<file path="src/rtl/hioq_pkg.sv">
package hioq_pkg;
    localparam int ADDR_W     = 32;
    localparam int LINE_BYTES = 64;
    localparam int LINE_LSB   = $clog2(LINE_BYTES);
    localparam int LINE_W     = ADDR_W - LINE_LSB;
    localparam int TGT_W      = 2;
    localparam int NUM_TGT    = 1 << TGT_W;

    typedef enum logic [TGT_W-1:0] {
        TGT_DRAM = 2'd0,
        TGT_GFX  = 2'd1,
        TGT_HUB  = 2'd2,
        TGT_CFG  = 2'd3
    } tgt_e;

    typedef struct packed {
        logic [LINE_W-1:0] line;
        logic              wr;
        tgt_e              tgt;
        logic              dfr;
    } ent_t;

    typedef enum logic [1:0] {
        SLOT_FREE,
        SLOT_QUEUED,
        SLOT_AWAIT
    } slot_st_e;

    typedef enum logic [1:0] {
        RING_EMPTY,
        RING_PART,
        RING_FULL
    } ring_st_e;
endpackage

</file>
<file path="src/rtl/hioq_ring.sv">
module hioq_ring
    import hioq_pkg::*;
#(
    parameter int DEPTH = 12,
    parameter int W     = 8,
    localparam int PW   = (DEPTH > 1) ? $clog2(DEPTH) : 1,
    localparam int CW   = $clog2(DEPTH + 1)
) (
    input  logic          clk,
    input  logic          rst,
    input  logic          push,
    input  logic [W-1:0]  din,
    input  logic          pop,
    output logic [W-1:0]  dout,
    output logic          full,
    output logic          empty,
    output logic [CW-1:0] count
);
    logic [W-1:0]  mem [DEPTH];
    logic [PW-1:0] rd_ptr, wr_ptr;
    logic [CW-1:0] cnt, cnt_nx;
    ring_st_e      st, st_nx;

    function automatic logic [PW-1:0] bump(input logic [PW-1:0] p);
        return (p == PW'(DEPTH - 1)) ? '0 : p + 1'b1;
    endfunction

    always_comb begin
        cnt_nx = cnt + CW'(push) - CW'(pop);
        st_nx  = st;
        unique case (st)
            RING_EMPTY: if (push) st_nx = (cnt_nx == CW'(DEPTH)) ? RING_FULL : RING_PART;
            RING_PART: begin
                if (cnt_nx == '0)                st_nx = RING_EMPTY;
                else if (cnt_nx == CW'(DEPTH))   st_nx = RING_FULL;
            end
            RING_FULL:  if (pop && !push) st_nx = RING_PART;
            default:    st_nx = RING_EMPTY;
        endcase
    end

    always_ff @(posedge clk) begin
        if (rst) begin
            st     <= RING_EMPTY;
            cnt    <= '0;
            rd_ptr <= '0;
            wr_ptr <= '0;
        end else begin
            st  <= st_nx;
            cnt <= cnt_nx;
            if (push) wr_ptr <= bump(wr_ptr);
            if (pop)  rd_ptr <= bump(rd_ptr);
        end
    end

    always_ff @(posedge clk) begin
        if (push) mem[wr_ptr] <= din;
    end

    always_comb begin
        full  = (st == RING_FULL);
        empty = (st == RING_EMPTY);
        dout  = mem[rd_ptr];
        count = cnt;
    end

    AST_NO_OVERFLOW: assert property (@(posedge clk) disable iff (rst)
        push |-> !full);
    AST_NO_UNDERFLOW: assert property (@(posedge clk) disable iff (rst)
        pop |-> !empty);
    AST_FULL_COUNT: assert property (@(posedge clk) disable iff (rst)
        full |-> (cnt == CW'(DEPTH)));
    AST_PUSH_POP_HOLD: assert property (@(posedge clk) disable iff (rst)
        (push && pop) |=> (cnt == $past(cnt)));
endmodule

</file>
<file path="src/rtl/hioq_defer_slot.sv">
module hioq_defer_slot
    import hioq_pkg::*;
(
    input  logic clk,
    input  logic rst,
    input  logic alloc,
    input  tgt_e alloc_tgt,
    input  logic ret_dfr,
    input  tgt_e ret_tgt,
    input  logic done,
    input  tgt_e done_tgt,
    output logic busy,
    output logic waiting,
    output tgt_e tgt_o
);
    slot_st_e st, st_nx;
    tgt_e     tgt_q;

    always_comb begin
        st_nx = st;
        unique case (st)
            SLOT_FREE:   if (alloc) st_nx = SLOT_QUEUED;
            SLOT_QUEUED: if (ret_dfr && ret_tgt == tgt_q) st_nx = SLOT_AWAIT;
            SLOT_AWAIT:  if (done && done_tgt == tgt_q) st_nx = SLOT_FREE;
            default:     st_nx = SLOT_FREE;
        endcase
    end

    always_ff @(posedge clk) begin
        if (rst) begin
            st    <= SLOT_FREE;
            tgt_q <= TGT_DRAM;
        end else begin
            st <= st_nx;
            if (alloc && st == SLOT_FREE) tgt_q <= alloc_tgt;
        end
    end

    always_comb begin
        busy    = (st != SLOT_FREE);
        waiting = (st == SLOT_AWAIT);
        tgt_o   = tgt_q;
    end

    AST_SLOT_ALLOC_FREE: assert property (@(posedge clk) disable iff (rst)
        alloc |-> (st == SLOT_FREE));
    AST_AWAIT_FROM_QUEUED: assert property (@(posedge clk) disable iff (rst)
        (st == SLOT_AWAIT && $past(st) != SLOT_AWAIT) |-> ($past(st) == SLOT_QUEUED));
    AST_FREE_ON_DONE: assert property (@(posedge clk) disable iff (rst)
        (st == SLOT_AWAIT && !done) |=> (st == SLOT_AWAIT));
endmodule

</file>
<file path="src/rtl/host_ioq.sv">
module host_ioq
    import hioq_pkg::*;
#(
    parameter int DEPTH     = 12,
    parameter int DFR_SLOTS = 2,
    localparam int CW       = $clog2(DEPTH + 1),
    localparam int SW       = (DFR_SLOTS > 1) ? $clog2(DFR_SLOTS) : 1,
    localparam int EW       = $bits(ent_t)
) (
    input  logic               clk,
    input  logic               rst,
    input  logic               req_valid,
    input  logic [ADDR_W-1:0]  req_addr,
    input  logic               req_write,
    input  logic [TGT_W-1:0]   req_tgt,
    input  logic               req_defer,
    output logic               req_stall,
    input  logic               rsp_ready,
    output logic               head_valid,
    output logic [ADDR_W-1:0]  head_addr,
    output logic               head_write,
    output logic [TGT_W-1:0]   head_tgt,
    output logic               head_deferred,
    input  logic               dfr_done,
    input  logic [TGT_W-1:0]   dfr_done_tgt,
    output logic [NUM_TGT-1:0] dfr_wait,
    output logic [CW-1:0]      q_count
);
    logic                 ring_full, ring_empty, push, pop, ret_dfr;
    logic [EW-1:0]        ring_dout;
    ent_t                 din_e, head_e;
    logic [DFR_SLOTS-1:0] slot_busy, slot_wait, slot_alloc;
    tgt_e                 slot_tgt [DFR_SLOTS];
    logic                 any_free, tgt_clash, dfr_block;
    logic [SW-1:0]        free_idx;

    always_comb begin
        din_e.line = req_addr[ADDR_W-1:LINE_LSB];
        din_e.wr   = req_write;
        din_e.tgt  = tgt_e'(req_tgt);
        din_e.dfr  = req_defer;
        head_e     = ent_t'(ring_dout);
    end

    hioq_ring #(.DEPTH(DEPTH), .W(EW)) u_ring (
        .clk   (clk),
        .rst   (rst),
        .push  (push),
        .din   (din_e),
        .pop   (pop),
        .dout  (ring_dout),
        .full  (ring_full),
        .empty (ring_empty),
        .count (q_count)
    );

    always_comb begin
        any_free  = 1'b0;
        free_idx  = '0;
        tgt_clash = 1'b0;
        for (int i = DFR_SLOTS - 1; i >= 0; i--) begin
            if (!slot_busy[i]) begin
                any_free = 1'b1;
                free_idx = SW'(i);
            end
        end
        for (int i = 0; i < DFR_SLOTS; i++) begin
            if (slot_busy[i] && slot_tgt[i] == tgt_e'(req_tgt)) tgt_clash = 1'b1;
        end
        dfr_block = !any_free || tgt_clash;
        req_stall = ring_full || (req_defer && dfr_block);
        push      = req_valid && !req_stall;
        pop       = rsp_ready && !ring_empty;
        ret_dfr   = pop && head_e.dfr;
    end

    for (genvar s = 0; s < DFR_SLOTS; s++) begin : g_slot
        assign slot_alloc[s] = push && req_defer && (free_idx == SW'(s));
        hioq_defer_slot u_slot (
            .clk       (clk),
            .rst       (rst),
            .alloc     (slot_alloc[s]),
            .alloc_tgt (tgt_e'(req_tgt)),
            .ret_dfr   (ret_dfr),
            .ret_tgt   (head_e.tgt),
            .done      (dfr_done),
            .done_tgt  (tgt_e'(dfr_done_tgt)),
            .busy      (slot_busy[s]),
            .waiting   (slot_wait[s]),
            .tgt_o     (slot_tgt[s])
        );
    end

    logic [DFR_SLOTS-1:0] tgt_hold [NUM_TGT];

    for (genvar t = 0; t < NUM_TGT; t++) begin : g_tgt
        always_comb begin
            dfr_wait[t] = 1'b0;
            for (int i = 0; i < DFR_SLOTS; i++) begin
                tgt_hold[t][i] = slot_busy[i] && (slot_tgt[i] == tgt_e'(t));
                if (slot_wait[i] && slot_tgt[i] == tgt_e'(t)) dfr_wait[t] = 1'b1;
            end
        end

        AST_ONE_PER_TGT: assert property (@(posedge clk) disable iff (rst)
            $onehot0(tgt_hold[t]));
        AST_WAIT_AFTER_RETIRE: assert property (@(posedge clk) disable iff (rst)
            $rose(dfr_wait[t]) |-> ($past(ret_dfr) && $past(head_tgt) == TGT_W'(t)));
    end

    always_comb begin
        head_valid    = !ring_empty;
        head_addr     = {head_e.line, {LINE_LSB{1'b0}}};
        head_write    = head_e.wr;
        head_tgt      = head_e.tgt;
        head_deferred = head_e.dfr;
    end

    AST_STALL_NOT_STORED: assert property (@(posedge clk) disable iff (rst)
        (req_valid && req_stall && !pop) |=> (q_count == $past(q_count)));
    AST_SLOT_CAP: assert property (@(posedge clk) disable iff (rst)
        (req_defer && !any_free) |-> req_stall);
endmodule

</file>
<file path="config.mk">
export PLATFORM = sky130hd
export DESIGN_NAME = host_ioq
export DESIGN_NICKNAME = d
export VERILOG_FILES = /design/src/rtl/hioq_pkg.sv /design/src/rtl/hioq_ring.sv /design/src/rtl/hioq_defer_slot.sv /design/src/rtl/host_ioq.sv
export SDC_FILE = /design/constraint.sdc
export NUM_CORES = 1
export LEC_CHECK = 0
export BUFFER_PORTS_ARGS = -buffer_cell sky130_fd_sc_hd__buf_2
export CAP_MARGIN = 10
export CORE_MARGIN = 1.5
export CORE_UTILIZATION = 55
export CTS_BUF_LIST = sky130_fd_sc_hd__clkbuf_8
export CTS_CLUSTER_SIZE = 30
export DETAILED_ROUTE_END_ITERATION = 6
export GPL_TIMING_DRIVEN = 0
export PLACE_DENSITY = 0.84
export SETUP_SLACK_MARGIN = 0.2
export SLEW_MARGIN = 20
export SYNTH_ARGS = -nofsm -noshare
export SYNTH_HDL_FRONTEND = slang
export SYNTH_SLANG_ARGS = --single-unit
</file>
<file path="constraint.sdc">
create_clock -name clk -period 4.6 [get_ports clk]
set_input_delay 0.23 -clock clk [delete_from_list [all_inputs] [get_ports clk]]
set_output_delay 0.23 -clock clk [all_outputs]
set_load 0.01 [all_outputs]
</file>
; Word-level counts from Yosys, hierarchy flattened
; Memories as Yosys holds them, arrays and structs flattened. A register that Yosys moved wholly into a read port is not among the register bits.
; Cells that the tools add are included.
; Widths: inputs -> output; s select.
[word_totals]
mem_count = 1
latchBits = 0
output_inout_bits = 46
romBits = 0
mem_bits_rw = 360
ff_bits = 22
[op_classes]
bitwise = 1
n_mul = 0
eq_ne = 30
n_lt_le_gt_ge = 0
reduce_logical = 41
shifts = 0
mux = 33
addsub = 4
n_div = 0
[mem_list]
columns = memory, words, width, rd, rd_ports_with_merged_regs, write_ports, line_no
row1 = u_ring.mem, 12, 30, 1, 1, 1, hioq_ring.sv:19  ; logic [W-1:0] mem [DEPTH];
[ops]
columns = op, n
row1 = $logic_and 1x1->1, 24
row2 = $mux 2, 11
row3 = $pmux 2 s3, 3
row4 = $mux 4, 4
row5 = $mux 1, 15
row6 = $eq 2x2->1 const B, 7
row7 = $eq 2x2->1, 6
row8 = $eq 4x4->1 const B, 3
row9 = $ne 2x1->1 const B, 6
row10 = $eq 2x1->1 const B, 5
row11 = $logic_not 2->1, 5
row12 = $reduce_and 3->1, 3
row13 = $add 4x1->4 const B, 2
row14 = $add 4x1->4, 1
row15 = $logic_not 1->1, 4
row16 = $logic_not 4->1, 1
row17 = $ne 2x2->1 const B, 2
row18 = $reduce_bool 2->1, 2
row19 = $sub 4x1->4, 1
row20 = $ne 3x1->1 const B, 1
row21 = $logic_or 1x1->1, 2
row22 = $not 1->1, 1

; Depth between registers and ports, before layout
; Gate-level depths: netlist (run 1).
[depth]
ltp_word = 15
mapped_depth = 14
mapped_depth_nobuf = 12

; By module
; From an unflattened synthesis (run 1), not the netlist that was laid out.
[hier_totals]
hier_cells = 755
hier_area_um2 = 15180.8
[by_module_without_submodules]
columns = module, n_inst, seq_area_each_um2, cells_each, area_each_um2
row1 = hioq_ring, 1, 11170.7, 675, 14535.2
row2 = hioq_defer_slot, 2, 80.1, 23, 212.7
row3 = host_ioq, 1, 0.0, 34, 220.2

; Worst setup path before layout (run 1)
; Ideal clock, no wire load.
[synth_timing]
path_type = register -> register
start = register g_slot[0].u_slot.tgt_q[0]
end = memory u_ring.mem[3][0] (netlist name), enable pin
arrival_time_ns = 3.301
required_ns = 4.145
setup_slack_ns = 0.844
n_path_buf = 2
setup_time_ns = 0.455
path_stages_with_launch = 9
cell_sequence = dfxtp_1 buf_2 xor2_1 o21ai_1 a21oi_1 o211a_1 buf_2 nand2_1 nor3_1
[synth_between]
elab_chain_len = 11
[synth_rtl]
columns = item, line_no
row1 = "start, declared", hioq_defer_slot.sv:17  ; tgt_e tgt_q;
row2 = "start signal, assigned", hioq_defer_slot.sv:35  ; if (alloc && st == SLOT_FREE) tgt_q <= alloc_tgt;
row3 = $eq 2x2->1, host_ioq.sv:68  ; if (slot_busy[i] && slot_tgt[i] == tgt_e'(req_tgt)) tgt_clash = 1'b1;
row4 = $logic_and 1x1->1, host_ioq.sv:68
row5 = $mux 1 (2 in series), host_ioq.sv:68
row6 = $logic_or 1x1->1, host_ioq.sv:70  ; dfr_block = !any_free || tgt_clash;
row7 = $logic_and 1x1->1, host_ioq.sv:71  ; req_stall = ring_full || (req_defer && dfr_block);
row8 = $logic_or 1x1->1, host_ioq.sv:71
row9 = $logic_not 1->1, host_ioq.sv:72  ; push = req_valid && !req_stall;
row10 = $logic_and 1x1->1, host_ioq.sv:72
row11 = net push, host_ioq.sv:29  ; logic ring_full, ring_empty, push, pop, ret_dfr;
row12 = $mux 1, hioq_ring.sv:57  ; if (push) mem[wr_ptr] <= din;
row13 = $mux 1 (implied by the code), hioq_ring.sv:57
row14 = "end, declared", hioq_ring.sv:19
; The timed path passes the listed nets, and every way through them passes these cells.

==> results.md, run 1 <==
* Status: finished, final reports clean
* Setup crit start kind: register
* Total track usage at a little under a quarter
* Top cell type's share of synthesized area at 70.6%
* Filler Cells Inserted at around 1800
* Setup TNS at 0 ps
* Routed Antenna Nets at 0
* Maximum number of pins on one net before global-route repair at 25
* Final net count at just over 1000
* Cell family with most CP delay: buffers and inverters
* Required time worst endpoint at roughly 4400 ps
* Total gr overflow at 0
* DRT Wirelength at 31700 um
* Static Leakage at ~5.9 nW
* Min-Delay Path Class: input pin to register
* Peak supply drop at 363 uV
* YS warnings at 0
* Clock Path Buffers at 3
* Async set-reset flop share out of synthesis at 0%
* Via count at between 8000 and 9000
* Final setup vio count at 0
* Rel. slew slack at between 30% and 40%
* CTS root buffer: clkbuf_8
* FF+latch count, synth at approximately 390
* Die ar. at roughly 0.029 mm^2
* DR iter-0 viols at 846
* WP data arrival at around 3100 ps
* CP Cell Sequence: buf_6 -> dlymetal6s2s_1 -> clkbuf_1 -> mux4_2 -> mux2i_1 -> o21ai_1 -> buf_2
* Layout cells sized above 1 at just under 30%
* Post-Place Cells at around 1200
* Most numerous cell in the Yosys netlist: edfxtp_1
* Final routed DRC violation total at 0
* Crit. End Element: output pin
* Max-slew violation count at 0
* Synth Flop Type: edfxtp_1
* Die span in x at 170 um
* Post-CTS setup buffers at 0
* RSZ-0062 raised after global routing: no
* First-pass GRT wire length at between 40000 and 50000 um
* Final min period at around 3300 ps
* Routed wire per std cell at about 23 um
* Slowest stage cell on the critical path: clkbuf_1
* Area delta synth->final at 16.3%
* Clock sink count at between 300 and 400
* Syn Inst Count at 780
* Row count at 60
* Antenna violations before repair at 0
* Non-Filler Instances at about 1400
* Worst Skew at 32.7 ps
* Starting density of the core at a little under three fifths
* Fin Hold WS at 40.0 ps
* Vias in the first global route at about 8400
* Core Region at around 0.027 mm^2
* Total CTS buffers at 58
* Ant diodes at 0
* Io pins at 89
* TritonCTS clock tree: done
* Syn Area/Cell at 19.6 um^2
* CP max stage delay at between 700 and 800 ps
* Post-synthesis cell type count at between 50 and 60
* Clock transition at path regs at 60 ps
* Post-synth top cells: edfxtp_1 (360), mux4_2 (89), nand2_1 (43), mux2i_1 (39), o21ai_1 (32)
* PD cells at approximately 440 mW/mm^2
* Final hold viol count at 0
* Mapped cell area at 0.0153 mm^2
* H-tree depth at 2
* Die Ht at 170 um
* Crit path max fanout at 10
* Tcrit/Tclk final at a little over 70%
* Synth top area cells: edfxtp_1 (71%), mux4_2 (13%), dfxtp_1 (3.4%), mux2i_1 (2.5%), nand2_1 (1.1%)
* DRT Pass-1 Iters at 5
* Max Fclk at 0.299 GHz
* Post-synth EDFFs at 360
* Detail Placement HPWL at around 20000 um
* Overall Power at 7.84 mW
* Port buffer count at 76
* Worst Tran Pin Value at about 950 ps
* Clock latency at the later pin of the worst-skew pair at between 600 and 700 ps
* Max Cap Viol at 0
* Kind of critical path: register to output pin
* Routability cong. at ~0.84
* Seq/Total Area, Yosys at roughly three quarters
* Synth area leader: edfxtp_1
* Via-to-Cell Ratio at 5.85
* Number of buffer and inverter stages on the critical path at 4
## cells in the final DEF, fill, tap and decap left out, types with 2 or more instances in the layout
master	instances
a21oi_1	8
a31oi_1	2
and2_1	2
and3_2	8
and3b_2	3
buf_1	6
buf_12	5
buf_16	6
buf_2	89
buf_4	12
buf_6	3
clkbuf_1	13
clkbuf_8	61
clkinv_1	10
clkinv_2	4
conb_1	6
dfxtp_1	26
dlygate4sd3_1	30
edfxtp_1	360
ha_1	9
inv_1	35
mux2i_1	39
mux4_2	89
nand2_1	43
nand2b_1	3
nand3_1	10
nor2_1	19
nor2b_1	6
nor3_1	5
nor3b_1	3
o21ai_0	5
o21ai_1	32
o22ai_1	4
xnor2_1	9
xnor2_2	2
xor2_1	8
## per-stage QoR
step | instance area, um^2 | utilization [%] | setup slack [ps]
2_1_floorplan | 15300 | - | 844
3_3_place_gp | 16200 | 59.5 | -1450
5_1_grt | 17800 | 65.5 | 1170
6_report | 17800 | 65.5 | 1260
3_5_place_dp | 16500 | 60.7 | 1490
4_1_cts | 17800 | 65.5 | 1270
## registers in the layout, summed over array words and instances, names as in the netlist, named ones only
register	flops
g_slot.u_slot.tgt_o	4
u_ring.mem	360
u_ring.st	2
u_ring.rd_ptr	4
u_ring.wr_ptr	4
g_slot.u_slot.st	4
u_ring.count	4
## layout make-up
| type | count | area [um^2] | share of cell area (%) |
|---|---|---|---|
| timing repair buffer | 121 | 976 | 5.48 |
| clock inverter | 37 | 189 | 1.06 |
| buffer | 46 | 282 | 1.58 |
| tap | 372 | 465 | 2.61 |
| sequential | 386 | 11300 | 63.6 |
| inverter | 15 | 57.6 | 0.323 |
| multi-input combinational | 338 | 3680 | 20.7 |
| clock buffer | 60 | 826 | 4.64 |
## worst paths after layout
path	depth (start not counted)	to	from	slack (ps)
worst min-delay path	3	u_ring.st[1]	req_valid	40
worst max-delay path	7	head_addr[25]	register	1260
worst min register to register	2	g_slot[1].u_slot.st[0]	g_slot[1].u_slot.st[0]	510
worst max register to register	14	u_ring.st[0]	g_slot[0].u_slot.tgt_o[0]	1520
## power by group
part / internal (mW) / switching [mW]
logic: 0.627 / 0.708
clock network: 1.26 / 1.23
registers: 3.97 / 0.0516
total: 5.86 / 1.99
## worst min-delay path, delay by kind of cell
kind                   cells  cell delay [ps]
and+or+nand+nor            1              160
buffers and inverters      1              110
AOI/OAI and AO/OA          1               80
## layer usage
metal | part of all wire, % | track usage (%)
met5 | 0 | 0
met4 | 1.8 | 6.62
met3 | 8.2 | 4.19
met2 | 51 | 39.2
met1 | 39 | 29.7
## cell families (layout without fill, tap and decap cells)
family	after synthesis	after routing	synth area share [%]
flops	386	386	74.0
mux	130	130	15.9
simple gates	109	109	3.42
compound gates	64	64	2.45
buf+inv	61	279	2.21
xor+xnor	19	19	1.18
fa+ha+maj	10	10	0.866
other cells	1	6	0.0245
## what timing repair did
| action | in CTS | in global routing |
|---|---|---|
| hold buffers | 30 | 0 |
| gates resized for setup | 0 | 0 |
| endpoints found under the hold margin | 339 | 0 |
Note: power is estimated with default switching activity, not from simulation.
==> inputs of run 2 (changes only) <==
PLACE_DENSITY = 0.87   (was 0.84)
clock period = 3.03 ns   (was 4.6 ns; I/O delays follow)
==> results.md, run 2 (same netlist as run 1, synthesis figures left out) <==
* Status: finished, final reports clean
* Required time worst endpoint at 2880 ps (-1490 ps)
* DR iter-0 viols at 1027 (+21%)
* Total CTS buffers at 56 (-3.4%)
* Via-to-Cell Ratio at 5.94 (+1.5%)
* Core Region at 0.0272 mm^2 (unchanged)
* Most common cell after layout, fill and taps aside: edfxtp_1
* TritonCTS clock tree: done
* Multi-input gate area at 0.00373 mm^2 (+1.4%)
* Clock share of power at 31.2% (-0.5 points)
* Core Util, Final at 66.6% (+1.1 points)
* WP data arrival at 2600 ps (-510 ps)
* Setup TNS at 0 ps (unchanged)
* Area delta synth->final at 18.2%
* Crit path max fanout at 10 (unchanged)
* Combinational share of power at 18.4% (+1.4 points)
* Reg power frac at 50.4% (-0.9 points)
* Clock Path Buffers at 3 (unchanged)
* H-tree depth at 2 (unchanged)
* PD cells at 670 mW/mm^2 (+52%)
* Static Leakage at 5.98 nW (+1.5%)
* DRT Pass-1 Iters at 5 (unchanged)
* Clock sink count at 386 (unchanged)
* Filler Cells Inserted at 1699 (-5.0%)
* Antenna violations before repair at 0 (unchanged)
* Register area at 0.0113 mm^2 (about the same)
* DRT Wirelength at 33700 um (+6.2%)
* Routability cong. at 0.825 (-1.8%)
* Via count at 8275 (+2.9%)
* Biggest register: u_ring.mem
* Min-Delay Path Class: input pin to register
* Worst Tran Pin Value at 769 ps (-182 ps)
* Max Cap Viol at 0 (unchanged)
* R2R Path Start: u_ring.st[0]
* Sw Ratio at 25.7% (+0.40 points)
* Total gr overflow at 0 (unchanged)
* Setup crit start kind: register
* Die span in x at 170 um (unchanged)
* RSZ-0062 raised after global routing: yes
* Die Ht at 170 um (unchanged)
* Cell family with most CP delay: buffers and inverters
* Vias in the first global route at 8669 (+3.6%)
* Net switching power figure at 3.12 mW (+57%)
* Rel. slew slack at 48.7% (+12 points)
* Overall Power at 12.1 mW (+55%)
* Detail Placement HPWL at 20200 um (+2.3%)
* Layout cells sized above 1 at 31.2% (+2.0 points)
* CP Cell Sequence: clkbuf_16 -> clkbuf_1 -> clkbuf_2 -> nand2_1 -> o21ai_1 -> buf_2
* Clock latency at the later pin of the worst-skew pair at 600 ps (about the same)
* Io pins at 89 (unchanged)
* Commonest cells after routing, fill and taps aside: edfxtp_1 (360), mux4_2 (89), buf_2 (80), clkbuf_8 (60), nand2_1 (43)
* Final hold viol count at 0 (unchanged)
* Die ar. at 0.0289 mm^2 (unchanged)
* Clock transition at path regs at 60 ps (about the same)
* Cell internal pwr at 9.01 mW (+54%)
* Max-slew violation count at 0 (unchanged)
* CTS root buffer: clkbuf_8
* Final routed DRC violation total at 0 (unchanged)
* Routed Antenna Nets at 0 (unchanged)
* Routed wire per std cell at 24.1 um (+4.7%)
* Worst Skew at 32.5 ps (-0.121 ps)
* Total track usage at 23.8% (+1.1 points)
* First-pass GRT wire length at 50000 um (+4.3%)
* Worst Hold Launch: req_addr[23]
* CP max stage delay at 590 ps (-120 ps)
* Kind of critical path: register to output pin
* Final net count at 1027 (+0.79%)
* Max Fclk at 0.363 GHz
* Final min period at around 2800 ps
* Largest register FFs at 360 (unchanged)
* Row count at 60 (unchanged)
* Number of buffer and inverter stages on the critical path at 4 (unchanged)
* Tcrit/Tclk final at 90.9%
* Maximum number of pins on one net before global-route repair at 24 (-4.0%)
* Final setup vio count at 0 (unchanged)
* Crit. End Element: output pin
* Peak supply drop at 527 uV (+45%)
* Slowest stage cell on the critical path: clkbuf_1
* Starting density of the core at 56.4% (unchanged)
* Port buffer count at 76 (unchanged)
==> run 2: path summary, 6_finish.rpt <==
check	to	slack [ps]	depth (start not counted)
max	head_tgt[1]	280	6
min	u_ring.mem[9][21]	420	2
max reg2reg	u_ring.st[0]	330	13
min reg2reg	g_slot[1].u_slot.st[0]	520	2
==> run 2: timing repair <==
action,in CTS,in global routing
setup buffers,0,5
pin swaps,2,5
gates resized for setup,32,28
setup endpoints to repair,30,45
hold endpoints to repair,369,0
hold buffers,37,0
gates cloned,0,0
==> run 2: layout make-up <==
cell class	count	area share, %
Clock inverter	46	1.21
Inverter	15	0.318
Antenna cell	1	0.0138
Tap cell	372	2.57
Clock buffer	59	4.49
Buffer	45	2.10
Timing Repair Buffer	132	6.06
Sequential cell	386	62.6
Multi-Input combinational cell	338	20.6
==> run 2: worst reg2reg max path: cells and delay by family (launching register included) <==
family | cells | cell delay (ps)
compound gates | 2 | 440
buf+inv | 3 | 240
fa+ha+maj | 3 | 790
flops | 1 | 320
xor+xnor | 1 | 230
simple gates | 4 | 550
==> run 2: per-stage QoR <==
stage	instances	setup slack (ps)	hold slack (ps)	area [um^2]
2_1_floorplan	785	379	250	15300
3_3_place_gp	1233	-364	467	16200
3_5_place_dp	1247	44.3	477	16500
4_1_cts	1388	170	394	18000
5_1_grt	1393	116	408	18100
6_report	1394	276	422	18100
==> run 2: power groups by stage <==
stage	Sequential (mW)	Combinational (mW)	Clock (mW)
6_report	6.11	2.24	3.78
5_1_grt	6.12	2.41	4.06
4_1_cts	6.11	2.13	3.83
3_5_place_dp	6.22	2.03	0
3_3_place_gp	6.21	1.91	0
2_1_floorplan	6.21	1.38	0
==> run 2: per-layer routing <==
layer / GRT usage, % / up-vias / wire length, um
li1: - / 3524 / -
met1: 31.4 / 4241 / 13100
met2: 40.6 / 448 / 17000
met3: 4.09 / 62 / 2750
met4: 7.73 / 0 / 794
met5: 0 / - / 0
==> inputs of run 3 (changes only) <==
BUFFER_PORTS_ARGS = unset   (was -buffer_cell sky130_fd_sc_hd__buf_2)
CELL_PAD_IN_SITES_DETAIL_PLACEMENT = 2   (was unset)
CELL_PAD_IN_SITES_GLOBAL_PLACEMENT = 2   (was unset)
CORE_UTILIZATION = 46   (was 55)
DONT_BUFFER_PORTS = 1   (was unset)
PLACE_DENSITY = 0.89   (was 0.87)
==> results.md, run 3 (same netlist as run 1, synthesis figures left out) <==
* Status: finished, final reports clean
* Clock sink count at 386 (unchanged)
* Total track usage at 28.3% (+4.5 points)
* Max Cap Viol at 0 (unchanged)
* Clock transition at path regs at 60 ps (about the same)
* Rel. slew slack at 45.6% (-3.1 points)
* Required time worst endpoint at 3490 ps (+610 ps)
* Tcrit/Tclk final at 91.6% (+0.77 points)
* Die span in x at 185 um (+9.2%)
* Reg power frac at 48.0% (-2.4 points)
* R2R Path End: u_ring.st[0]
* Clock Path Buffers at 3 (unchanged)
* Detail Placement HPWL at 28500 um (+41%)
* First-pass GRT wire length at 67100 um (+34%)
* Row count at 66 (+10%)
* Placement Cell Area at 0.0162 mm^2 (-1.7%)
* Die ar. at 0.0344 mm^2 (+19%)
* Min-Delay Path Class: input pin to register
* Commonest cells after routing, fill and taps aside: edfxtp_1 (360), mux4_2 (89), clkbuf_8 (72), nand2_1 (43), dlygate4sd3_1 (39)
* M2 GR Usage at 48.0% (+7.4 points)
* Via count at 8361 (+1.0%)
* PD cells at 708 mW/mm^2 (+5.6%)
* Crit path max fanout at 8 (-2)
* GRT busiest layer: met2
* RSZ-0062 raised after global routing: yes
* Most common cell after layout, fill and taps aside: edfxtp_1
* Setup crit start kind: register
* Setup TNS at 0 ps (unchanged)
* Routed Antenna Nets at 0 (unchanged)
* Overall Power at 12.8 mW (+5.8%)
* Final hold viol count at 0 (unchanged)
* TritonCTS clock tree: done
* Crit. End Element: register
* Layout cells sized above 1 at 28.6% (-2.6 points)
* Final net count at 970 (-5.6%)
* DRT Wirelength at 47500 um (+41%)
* Clock latency at the later pin of the worst-skew pair at 600 ps (about the same)
* Ant diodes at 0 (-1)
* Clock share of power at 34.6% (+3.4 points)
* Io pins at 89 (unchanged)
* Static Leakage at 5.80 nW (-3.0%)
* Pre-CTS setup slack at -327 ps (-372 ps)
* Total gr overflow at 0 (unchanged)
* Area delta synth->final at 18.3%
* Fin Hold WS at 36.7 ps (-385 ps)
* Total CTS buffers at 66 (+18%)
* CTS root buffer: clkbuf_8
* Combinational share of power at 17.4% (-1.0 points)
* Sw Ratio at 27.9% (+2.2 points)
* WP data arrival at 3240 ps (+640 ps)
* Kind of critical path: register to register
* R2R depth at 13 (unchanged)
* Peak supply drop at 573 uV (+8.8%)
* R2R Path Start: u_ring.st[1]
* Max Fclk at 0.360 GHz (-0.84%)
* Antenna violations before repair at 1 (+1)
* Via-to-Cell Ratio at 5.94 (+0.11%)
* Starting density of the core at 47.0% (-9.4 points)
* Die Ht at 185 um (+9.2%)
* Setup WS post-layout at 253 ps (-23.4 ps)
* Maximum number of pins on one net before global-route repair at 24 (unchanged)
* H-tree depth at 3 (+1)
* Met3 Resource Use GR at 6.48% (+2.4 points)
* Core Util, Final at 55.5% (-11 points)
* Crit path to: u_ring.st[0]
* Routability cong. at 0.760 (-7.9%)
* DRT Pass-1 Iters at 5 (unchanged)
* Cell internal pwr at 9.25 mW (+2.7%)
* Met1 Use GR at 36.3% (+4.9 points)
* Register-to-register setup slack at 250 ps (-80 ps)
* CP startpoint: u_ring.st[1]
* Vias in the first global route at 9288 (+7.1%)
* Post-Place Cells at 1241 (-0.48%)
* Non-Filler Instances at 1407 (+0.93%)
* Worst Skew at 35.7 ps (+3.16 ps)
* Final min period at 2780 ps (+23.4 ps)
* Core Region at 0.0326 mm^2 (+20%)
* Max-slew violation count at 0 (unchanged)
* Final routed DRC violation total at 0 (unchanged)
* Filler Cells Inserted at 2701 (+59%)
* Biggest register: u_ring.mem
* Routed wire per std cell at 33.8 um (+40%)
* Port buffer count at 0 (-100%)
* Final setup vio count at 0 (unchanged)
* DR iter-0 viols at 806 (-22%)
* Final instance area at 0.0181 mm^2 (+0.10%)
* Worst Tran Pin Value at 816 ps (+47.1 ps)
* Net switching power figure at 3.58 mW (+15%)
* Largest register FFs at 360 (unchanged)
run 3: cell types whose count changed in the layout (fill, tap and decap cells not counted), moves of 3 or more:
cell,previous run,this run
buf_2,80,2
clkbuf_8,60,72
buf_4,14,23
clkinv_1,17,11
clkinv_2,4,9
and3_2,8,5
and3_4,0,3
and3b_2,3,0
and3b_4,0,3
buf_12,7,4
run 3: metal layers:
metal  vias up  wire, um
met4         2      1440
met1      4431     18900
met2       406     24100
met3       112      3070
met5         -        12
li1       3410         -
run 3: worst max-delay path: stages (launching register included):
cell and delay (ps):
dfxtp_2 340, or2_4 280, and2_1 180, buf_6 140, ha_1 260, inv_1 90
ha_4 130, inv_1 40, fa_2 350, xor2_2 240, nor2_2 70, nand2_1 90
o21ai_2 70, a2111oi_2 380
run 3: layout make-up:
class / instances / area (um^2) / share of cell area (%)
Buffer: 44 / 368 / 2.03
Clock buffer: 71 / 977 / 5.39
Clock inverter: 45 / 213 / 1.17
Inverter: 15 / 57.6 / 0.318
Multi-Input combinational cell: 338 / 3810 / 21.0
Sequential cell: 386 / 11300 / 62.6
Tap cell: 442 / 553 / 3.05
Timing Repair Buffer: 66 / 806 / 4.45
run 3: worst min path at each step:
| stage | startpoint | to | cells after the start |
|---|---|---|---|
| floorplan | req_defer | u_ring.mem[0][0] | 0 |
| CTS | req_tgt[0] | u_ring.mem[8][1] | 0 |
| detailed placement | req_addr[26] | u_ring.mem[10][24] | 0 |
| global placement | req_addr[20] | u_ring.mem[8][18] | 0 |
| global route | rst | g_slot[0].u_slot.tgt_o[1] | 2 |
| finish | rst | g_slot[0].u_slot.tgt_o[1] | 2 |
run 3: power groups by stage:
stage | combinational [mW] | sequential [mW] | clock, mW
global placement | 1.74 | 6.23 | 0
floorplan | 1.38 | 6.21 | 0
CTS | 2.10 | 6.15 | 4.49
finish | 2.23 | 6.16 | 4.44
global route | 2.41 | 6.17 | 4.72
detailed placement | 1.90 | 6.25 | 0
run 3: what timing repair did:
action / 4_1_cts / 5_1_grt
hold buffers: 38 / 1
endpoints found under the hold margin: 371 / 12
endpoints found under the setup margin: 169 / 194
buffers inserted: 0 / 13
pin swaps: 3 / 8
gates resized for setup: 33 / 41
